==> config.mk <==
export PLATFORM = sky130hd
export DESIGN_NAME = sync_in_qualifier
export DESIGN_NICKNAME = d
export VERILOG_FILES = /design/src/rtl/sync_qual_pkg.sv /design/src/rtl/sq_edge_sync.sv /design/src/rtl/sq_period_meter.sv /design/src/rtl/sq_int_osc.sv /design/src/rtl/sq_lock_ctrl.sv /design/src/rtl/sync_in_qualifier.sv
export SDC_FILE = /design/constraint.sdc
export NUM_CORES = 1
export LEC_CHECK = 0
export BUFFER_PORTS_ARGS = -buffer_cell sky130_fd_sc_hd__buf_2
export CORE_ASPECT_RATIO = 2
export CORE_MARGIN = 5
export CORE_UTILIZATION = 55
export DETAILED_ROUTE_END_ITERATION = 6
export HOLD_SLACK_MARGIN = 0.08
export PLACE_DENSITY_LB_ADDON = 0.08
export SLEW_MARGIN = 10
export SYNTH_ARGS = -nofsm -noshare
export SYNTH_HDL_FRONTEND = slang
export SYNTH_SLANG_ARGS = --single-unit
==> constraint.sdc <==
create_clock -name clk -period 3.1 [get_ports clk]
set_clock_uncertainty 0.1 [all_clocks]
set_input_delay 0.62 -clock clk [delete_from_list [all_inputs] [get_ports clk]]
set_output_delay 0.62 -clock clk [all_outputs]
set_load 0.01 [all_outputs]
==> src/rtl/sync_qual_pkg.sv <==
// sync_qual_pkg: shared constants, state type and period arithmetic for the
// external sync qualifier. Assumes the reference clock frequency is given in
// kHz and that the settings are ordered from lowest to highest frequency.
package sync_qual_pkg;

    localparam int unsigned NSET  = 3;
    localparam int unsigned SEL_W = 2;

    localparam int unsigned FNOM_KHZ [NSET] = '{300, 400, 450};
    localparam int unsigned FMIN_KHZ [NSET] = '{250, 334, 376};
    localparam int unsigned FMAX_KHZ [NSET] = '{353, 470, 530};

    typedef enum logic [1:0] {
        SRC_INT  = 2'd0,
        SRC_PEND = 2'd1,
        SRC_HOLD = 2'd2,
        SRC_EXT  = 2'd3
    } src_state_e;

    // Shortest accepted period: ceiling of ref / fmax.
    function automatic int unsigned per_lo(int unsigned ref_khz, int unsigned idx);
        return (ref_khz + FMAX_KHZ[idx] - 1) / FMAX_KHZ[idx];
    endfunction

    // Longest accepted period: floor of ref / fmin.
    function automatic int unsigned per_hi(int unsigned ref_khz, int unsigned idx);
        return ref_khz / FMIN_KHZ[idx];
    endfunction

    // Internal oscillator period: ref / fnom rounded to nearest.
    function automatic int unsigned per_nom(int unsigned ref_khz, int unsigned idx);
        return (ref_khz + FNOM_KHZ[idx] / 2) / FNOM_KHZ[idx];
    endfunction

    // Largest accepted period over all settings, sizes the counters.
    function automatic int unsigned longest_period(int unsigned ref_khz);
        int unsigned m;
        m = 0;
        for (int unsigned k = 0; k < NSET; k++) begin
            if (per_hi(ref_khz, k) > m) m = per_hi(ref_khz, k);
        end
        return m;
    endfunction

endpackage

==> src/rtl/sq_edge_sync.sv <==
// sq_edge_sync: brings the asynchronous sync input into the reference domain
// through two flops and flags its rising edges. Assumes the input high and
// low phases each last several reference cycles.
module sq_edge_sync (
    input  logic clk,
    input  logic rst_n,
    input  logic async_in,
    output logic level,
    output logic rise
);
    logic s1, s2, s3;

    // Synchronizer chain plus one delay stage for edge detection.
    always_ff @(posedge clk) begin
        if (!rst_n) begin
            s1 <= 1'b0;
            s2 <= 1'b0;
            s3 <= 1'b0;
        end else begin
            s1 <= async_in;
            s2 <= s1;
            s3 <= s2;
        end
    end

    // Recovered level and single-cycle rising-edge strobe.
    always_comb begin
        level = s2;
        rise  = s2 & ~s3;
    end
endmodule

==> src/rtl/sq_period_meter.sv <==
// sq_period_meter: counts reference cycles between rising edges and classifies
// each completed period against the [lo_lim, hi_lim] window. A running count
// reaching hi_lim without an edge is reported as a bad period (timeout) and
// disarms the meter, so the next edge only starts a new measurement.
// Assumes hi_lim + 1 fits below the counter's all-ones value.
module sq_period_meter #(
    parameter int unsigned CNT_W = 10
) (
    input  logic             clk,
    input  logic             rst_n,
    input  logic             enable,
    input  logic             rise,
    input  logic [CNT_W-1:0] lo_lim,
    input  logic [CNT_W-1:0] hi_lim,
    output logic             good_evt,
    output logic             bad_evt
);
    logic [CNT_W-1:0] cnt;
    logic             armed;
    logic             in_win;

    // Classify the period that ends on this edge, or a timeout with no edge.
    always_comb begin
        in_win   = (cnt >= lo_lim) && (cnt <= hi_lim);
        good_evt = enable && armed && rise && in_win;
        bad_evt  = enable && armed && ((rise && !in_win) || (!rise && (cnt >= hi_lim)));
    end

    // Period counter: restarts at 1 on each edge, saturates, disarms on timeout.
    always_ff @(posedge clk) begin
        if (!rst_n || !enable) begin
            cnt   <= '0;
            armed <= 1'b0;
        end else if (rise) begin
            cnt   <= CNT_W'(1);
            armed <= 1'b1;
        end else begin
            if (cnt != '1) cnt <= cnt + CNT_W'(1);
            if (bad_evt) armed <= 1'b0;
        end
    end
endmodule

==> src/rtl/sq_int_osc.sv <==
// sq_int_osc: internal switching oscillator divided from the reference clock.
// The high phase is period minus half the period. A restart returns the phase
// counter to the start of a high phase. Assumes period >= 2.
module sq_int_osc #(
    parameter int unsigned CNT_W = 10
) (
    input  logic             clk,
    input  logic             rst_n,
    input  logic [CNT_W-1:0] period,
    input  logic             restart,
    output logic             clk_int,
    output logic             wrap
);
    logic [CNT_W-1:0] phase;

    // Phase decode: high for the first part, wrap strobe on the last cycle.
    always_comb begin
        clk_int = phase < (period - (period >> 1));
        wrap    = phase >= (period - CNT_W'(1));
    end

    // Phase counter with restart and wrap.
    always_ff @(posedge clk) begin
        if (!rst_n || restart || wrap) phase <= '0;
        else                           phase <= phase + CNT_W'(1);
    end
endmodule

==> src/rtl/sq_lock_ctrl.sv <==
// sq_lock_ctrl: qualification counter and source state machine.
// INT  : internal clock, counting good periods.
// PEND : qualified, waiting for the internal period to end.
// HOLD : output held low, waiting for the next good external edge.
// EXT  : following the external input.
// Any bad period wins over every other event in the same cycle.
module sq_lock_ctrl
    import sync_qual_pkg::*;
#(
    parameter int unsigned QUAL_COUNT = 8,
    parameter int unsigned QW         = 4
) (
    input  logic          clk,
    input  logic          rst_n,
    input  logic          mode_en,
    input  logic          good_evt,
    input  logic          bad_evt,
    input  logic          osc_wrap,
    output src_state_e    state,
    output logic [QW-1:0] good_cnt,
    output logic          fail_seen,
    output logic          osc_restart
);
    logic leaving_ext;

    // Fallback out of HOLD or EXT restarts the internal oscillator.
    always_comb begin
        leaving_ext = (state == SRC_HOLD) || (state == SRC_EXT);
        osc_restart = leaving_ext && (bad_evt || !mode_en);
    end

    // Source state, consecutive-good counter and failure memory.
    always_ff @(posedge clk) begin
        if (!rst_n || !mode_en) begin
            state     <= SRC_INT;
            good_cnt  <= '0;
            fail_seen <= 1'b0;
        end else if (bad_evt) begin
            state     <= SRC_INT;
            good_cnt  <= '0;
            fail_seen <= 1'b1;
        end else begin
            if (good_evt && (good_cnt != QW'(QUAL_COUNT))) good_cnt <= good_cnt + QW'(1);
            unique case (state)
                SRC_INT:  if (good_evt && (good_cnt == QW'(QUAL_COUNT - 1))) state <= SRC_PEND;
                SRC_PEND: if (osc_wrap) state <= SRC_HOLD;
                SRC_HOLD: if (good_evt) state <= SRC_EXT;
                SRC_EXT:  state <= SRC_EXT;
                default:  state <= SRC_INT;
            endcase
        end
    end
endmodule

==> src/rtl/sync_in_qualifier.sv <==
// sync_in_qualifier: top of the external sync qualifier. Selects the window
// and internal period from freq_sel, measures the external input, runs the
// source state machine and drives the registered switching clock.
// Assumes sync_in edges are at least a few reference cycles apart.
module sync_in_qualifier
    import sync_qual_pkg::*;
#(
    parameter int unsigned REF_KHZ    = 200000,
    parameter int unsigned QUAL_COUNT = 8
) (
    input  logic             clk,
    input  logic             rst_n,
    input  logic             sync_in,
    input  logic [SEL_W-1:0] freq_sel,
    input  logic             sync_mode_en,
    output logic             clk_sel_out,
    output logic             ext_active,
    output logic             dither_inhibit
);
    localparam int unsigned MAX_PER = longest_period(REF_KHZ);
    localparam int unsigned CNT_W   = $clog2(MAX_PER + 2);
    localparam int unsigned QW      = $clog2(QUAL_COUNT + 1);

    logic [SEL_W-1:0] set_idx;
    logic [CNT_W-1:0] lo_lim, hi_lim, nom_per;
    logic             ext_level, rise_evt;
    logic             good_evt, bad_evt;
    logic             clk_int, osc_wrap, osc_restart;
    logic             fail_seen;
    logic [QW-1:0]    good_cnt;
    src_state_e       state;

    // Clamp unused codes to the highest setting and look up its limits.
    always_comb begin
        set_idx = (freq_sel >= SEL_W'(NSET)) ? SEL_W'(NSET - 1) : freq_sel;
        lo_lim  = '0;
        hi_lim  = '0;
        nom_per = '0;
        for (int unsigned k = 0; k < NSET; k++) begin
            if (set_idx == SEL_W'(k)) begin
                lo_lim  = CNT_W'(per_lo(REF_KHZ, k));
                hi_lim  = CNT_W'(per_hi(REF_KHZ, k));
                nom_per = CNT_W'(per_nom(REF_KHZ, k));
            end
        end
    end

    sq_edge_sync u_sync (
        .clk      (clk),
        .rst_n    (rst_n),
        .async_in (sync_in),
        .level    (ext_level),
        .rise     (rise_evt)
    );

    sq_period_meter #(.CNT_W(CNT_W)) u_meter (
        .clk      (clk),
        .rst_n    (rst_n),
        .enable   (sync_mode_en),
        .rise     (rise_evt),
        .lo_lim   (lo_lim),
        .hi_lim   (hi_lim),
        .good_evt (good_evt),
        .bad_evt  (bad_evt)
    );

    sq_int_osc #(.CNT_W(CNT_W)) u_osc (
        .clk     (clk),
        .rst_n   (rst_n),
        .period  (nom_per),
        .restart (osc_restart),
        .clk_int (clk_int),
        .wrap    (osc_wrap)
    );

    sq_lock_ctrl #(.QUAL_COUNT(QUAL_COUNT), .QW(QW)) u_ctrl (
        .clk         (clk),
        .rst_n       (rst_n),
        .mode_en     (sync_mode_en),
        .good_evt    (good_evt),
        .bad_evt     (bad_evt),
        .osc_wrap    (osc_wrap),
        .state       (state),
        .good_cnt    (good_cnt),
        .fail_seen   (fail_seen),
        .osc_restart (osc_restart)
    );

    // Output clock mux, registered so source changes never glitch.
    always_ff @(posedge clk) begin
        if (!rst_n) begin
            clk_sel_out <= 1'b0;
        end else begin
            unique case (state)
                SRC_HOLD: clk_sel_out <= 1'b0;
                SRC_EXT:  clk_sel_out <= ext_level;
                default:  clk_sel_out <= clk_int;
            endcase
        end
    end

    // Status flags toward the clock generator.
    always_comb begin
        ext_active     = (state == SRC_EXT);
        dither_inhibit = sync_mode_en && ((state == SRC_EXT) || fail_seen);
    end
endmodule

==> metrics.txt <==
outcome=finished, final reports clean; num ports=9; drt via density=5.72; CP Launch Type=input port; ratio of cells with drive above 1 in the final layout=9.06%; WP data required=3.20 ns; maxcap violations=0; Gate power share=12.0%; Max VDD drop=354 uV; crit share post-route=88.9%; Hold/Removal Path Class=reg2reg; CTS Buf Count=5; CTS H-Tree Depth=2; Synth Area per Inst=8.29 um2; Leak=1.06 nW; DR WL/cell=14.4 um; Worst Path Arrival=2.85 ns; Post-CTS Setup Bufs=0; Seq pwr share=52.3%; cts hold-fix bufs=0; maximum number of pins on one net before global-route repair=11; DRT Pass-1 Iters=4; DR vias=1933; CP max stage delay=0.46 ns; Final Wtd Congestion=0.907; crit-path max FO=6; setup TNS=0 ns; Internal=0.000622 W; CP endpoint kind=flip-flop; port buffer count=8; clk_lat worst skew=0.28 ns; Pwr Total=0.000843 W; Routed Antenna Nets=0; worst reg2reg path depth=8; NetSw=0.000222 W; GR Overflow Total=0; Tmin final=2.76 ns; DRC viols=0; Gates resized, CTS repair=0; clk root buf=clkbuf_8; post-synthesis cell count=264; PD cells=346 nW/um2; Netlist cell types=40; initial antenna violation count=0; sequential share of the synthesized area=29.3%; DIE WIDTH=54.6 um; row cnt=32; CP max-delay cell=or4_1; Clock Pin Slew Worst Setup and Hold Paths=0.07 ns; final-report hold violation count=0; hold path cells=1; critical-path cell list=buf_2 > or2_2 > inv_1 > ha_1 > nand4_1 > o22ai_1 > o2111ai_1 > and3_1 > or4_1 > a211oi_1; P&R area growth vs syn=11.4%; Nets=329; Sw Share=26.3%; initial core utilization=57.0%; Setup Viol. Count Final=0; vias in the first global route=1858; die height=99.2 um; critical path type=in2reg; Initial DRC Count=44; CTS Buffer Depth=2; Netlist Area Pre-Place=2190 um2; final wirelength=4.86 mm; Core Area=3840 um2; Final Max Slew Viols=0; fmax=0.363 GHz; clock share of power=35.8%; antenna diode count=0; RSZ-0062 raised after global routing=false; GRT Overall Usage=20.2%; Synth Register Bits=32; first-pass GRT wire length=8.09 mm; Ys Warns=0; Post-DP HPWL=3.92 mm; Clock Sinks=32; Die ar.=5420 um2; CTS tree=yes
==> worst max-delay path: cells and delay by family <==
family,cells,cell delay (ns)
compound gates,3,0.61
fa+ha+maj,1,0.18
buf+inv,2,0.30
simple gates,4,1.14
==> cell usage in the layout, fill, tap and decap left out, drive strengths merged, types with 11 or more instances in the layout <==
master  synthesis  routed
ha             36      36
dfxtp          32      32
nor2           28      28
nand2          24      24
buf             1      17
inv            16      16
a21oi          13      13
nand3          13      13
nand4          11      11
o21ai          11      11
==> cell families after synthesis <==
kind of cell | count (synthesis) | share of synthesized area [%]
compound gates | 51 | 15.1
xor+xnor | 13 | 5.20
fa+ha+maj | 36 | 20.6
buf+inv | 20 | 3.77
flops | 32 | 29.3
mux | 3 | 1.37
other cells | 2 | 0.343
simple gates | 107 | 24.4
==> layout make-up <==
cell class              count  area [um2]
repair buffers             17         120
clock inverters             1        5.00
flip-flops and latches     32         641
multi-input cells         215        1480
inverters                  16        60.1
well taps                  51        63.8
fillers                   356        1400
clock buffers               6        72.6
==> layer usage <==
metal,track usage (%),wire (um),up-vias
met5,0,0,-
met2,36.6,2760,40
li1,-,-,984
met1,20.2,1790,893
met4,10.9,192,0
met3,3.00,125,16
==> synthesized netlist by cell type, drive strengths merged <==
master   count  share of area (%)
nand2       24                4.1
and2         4                1.1
conb         2               0.34
buf          1               0.51
a211oi       6                2.1
a32o         1               0.46
or4          2               0.69
nand2b       5                1.4
o21a         4                1.4
a41oi        1               0.74
a31oi        3               0.86
inv         16                2.7
mux2i        3                1.4
nand4       11                3.1
clkbuf       3               0.51
nor4         1               0.29
a21boi       1               0.34
o2111ai      1               0.40
and3         2               0.57
or2          2               0.57
nand3       13                3.0
nor4bb       1               0.46
nor3b        1               0.34
and4b        1               0.46
o21ai       11                2.5
nor3         4               0.91
xnor2        9                3.6
o22ai        2               0.57
nor2b        4                1.1
ha          36                 21
a211o        1               0.40
a21o         3                1.0
o31ai        4                1.4
xor2         4                1.6
dfxtp       32                 29
a21oi       13                3.0
or3          2               0.57
nor2        28                4.8
nand4b       2               0.80
==> state kept, by name (all words and copies together) (netlist names) <==
name,cells
u_ctrl.fail_seen,1
u_sync.level,1
u_meter.armed,1
clk_sel_out,1
u_ctrl.state,2
u_osc.phase,10
u_ctrl.good_cnt,4
u_sync.s1,1
u_sync.s3,1
u_meter.cnt,10
==> power by group through the flow <==
stage / Clock, W / Sequential, W / Combinational, W
after floorplan: 0 / 0.000446 / 0.0000684
final: 0.000302 / 0.000441 / 0.000101
after global routing: 0.000330 / 0.000443 / 0.000121
after detailed placement: 0 / 0.000450 / 0.000102
after CTS: 0.000308 / 0.000441 / 0.000102
after global placement: 0 / 0.000450 / 0.0000998
==> through the flow <==
step                      area [um2]  instances  setup WS [ns]  util, %  hold WS (ns)
final                           2440        338          0.344     63.5         0.337
after global routing            2440        338          0.161     63.5         0.360
after CTS                       2440        338          0.359     63.5         0.344
after detailed placement        2360        331         0.0697     61.5         0.327
after global placement          2360        331          0.105     61.5         0.326
after floorplan                 2200        267          0.213        -         0.312
==> path summary, 6_finish.rpt <==
| check | start | to | slack, ns |
|---|---|---|---|
| hold / removal | u_sync.s1$_SDFF_PN0_ | u_sync.level$_SDFF_PN0_ | 0.34 |
| hold reg to reg | u_sync.s1$_SDFF_PN0_ | u_sync.level$_SDFF_PN0_ | 0.34 |
| setup / recovery | freq_sel[1] | u_ctrl.good_cnt[2]$_SDFFE_PP0P_ | 0.34 |
| setup reg to reg | u_meter.cnt[0]$_SDFFE_PP0P_ | u_ctrl.good_cnt[2]$_SDFFE_PP0P_ | 0.77 |
Power figures use the tool's default switching activity.
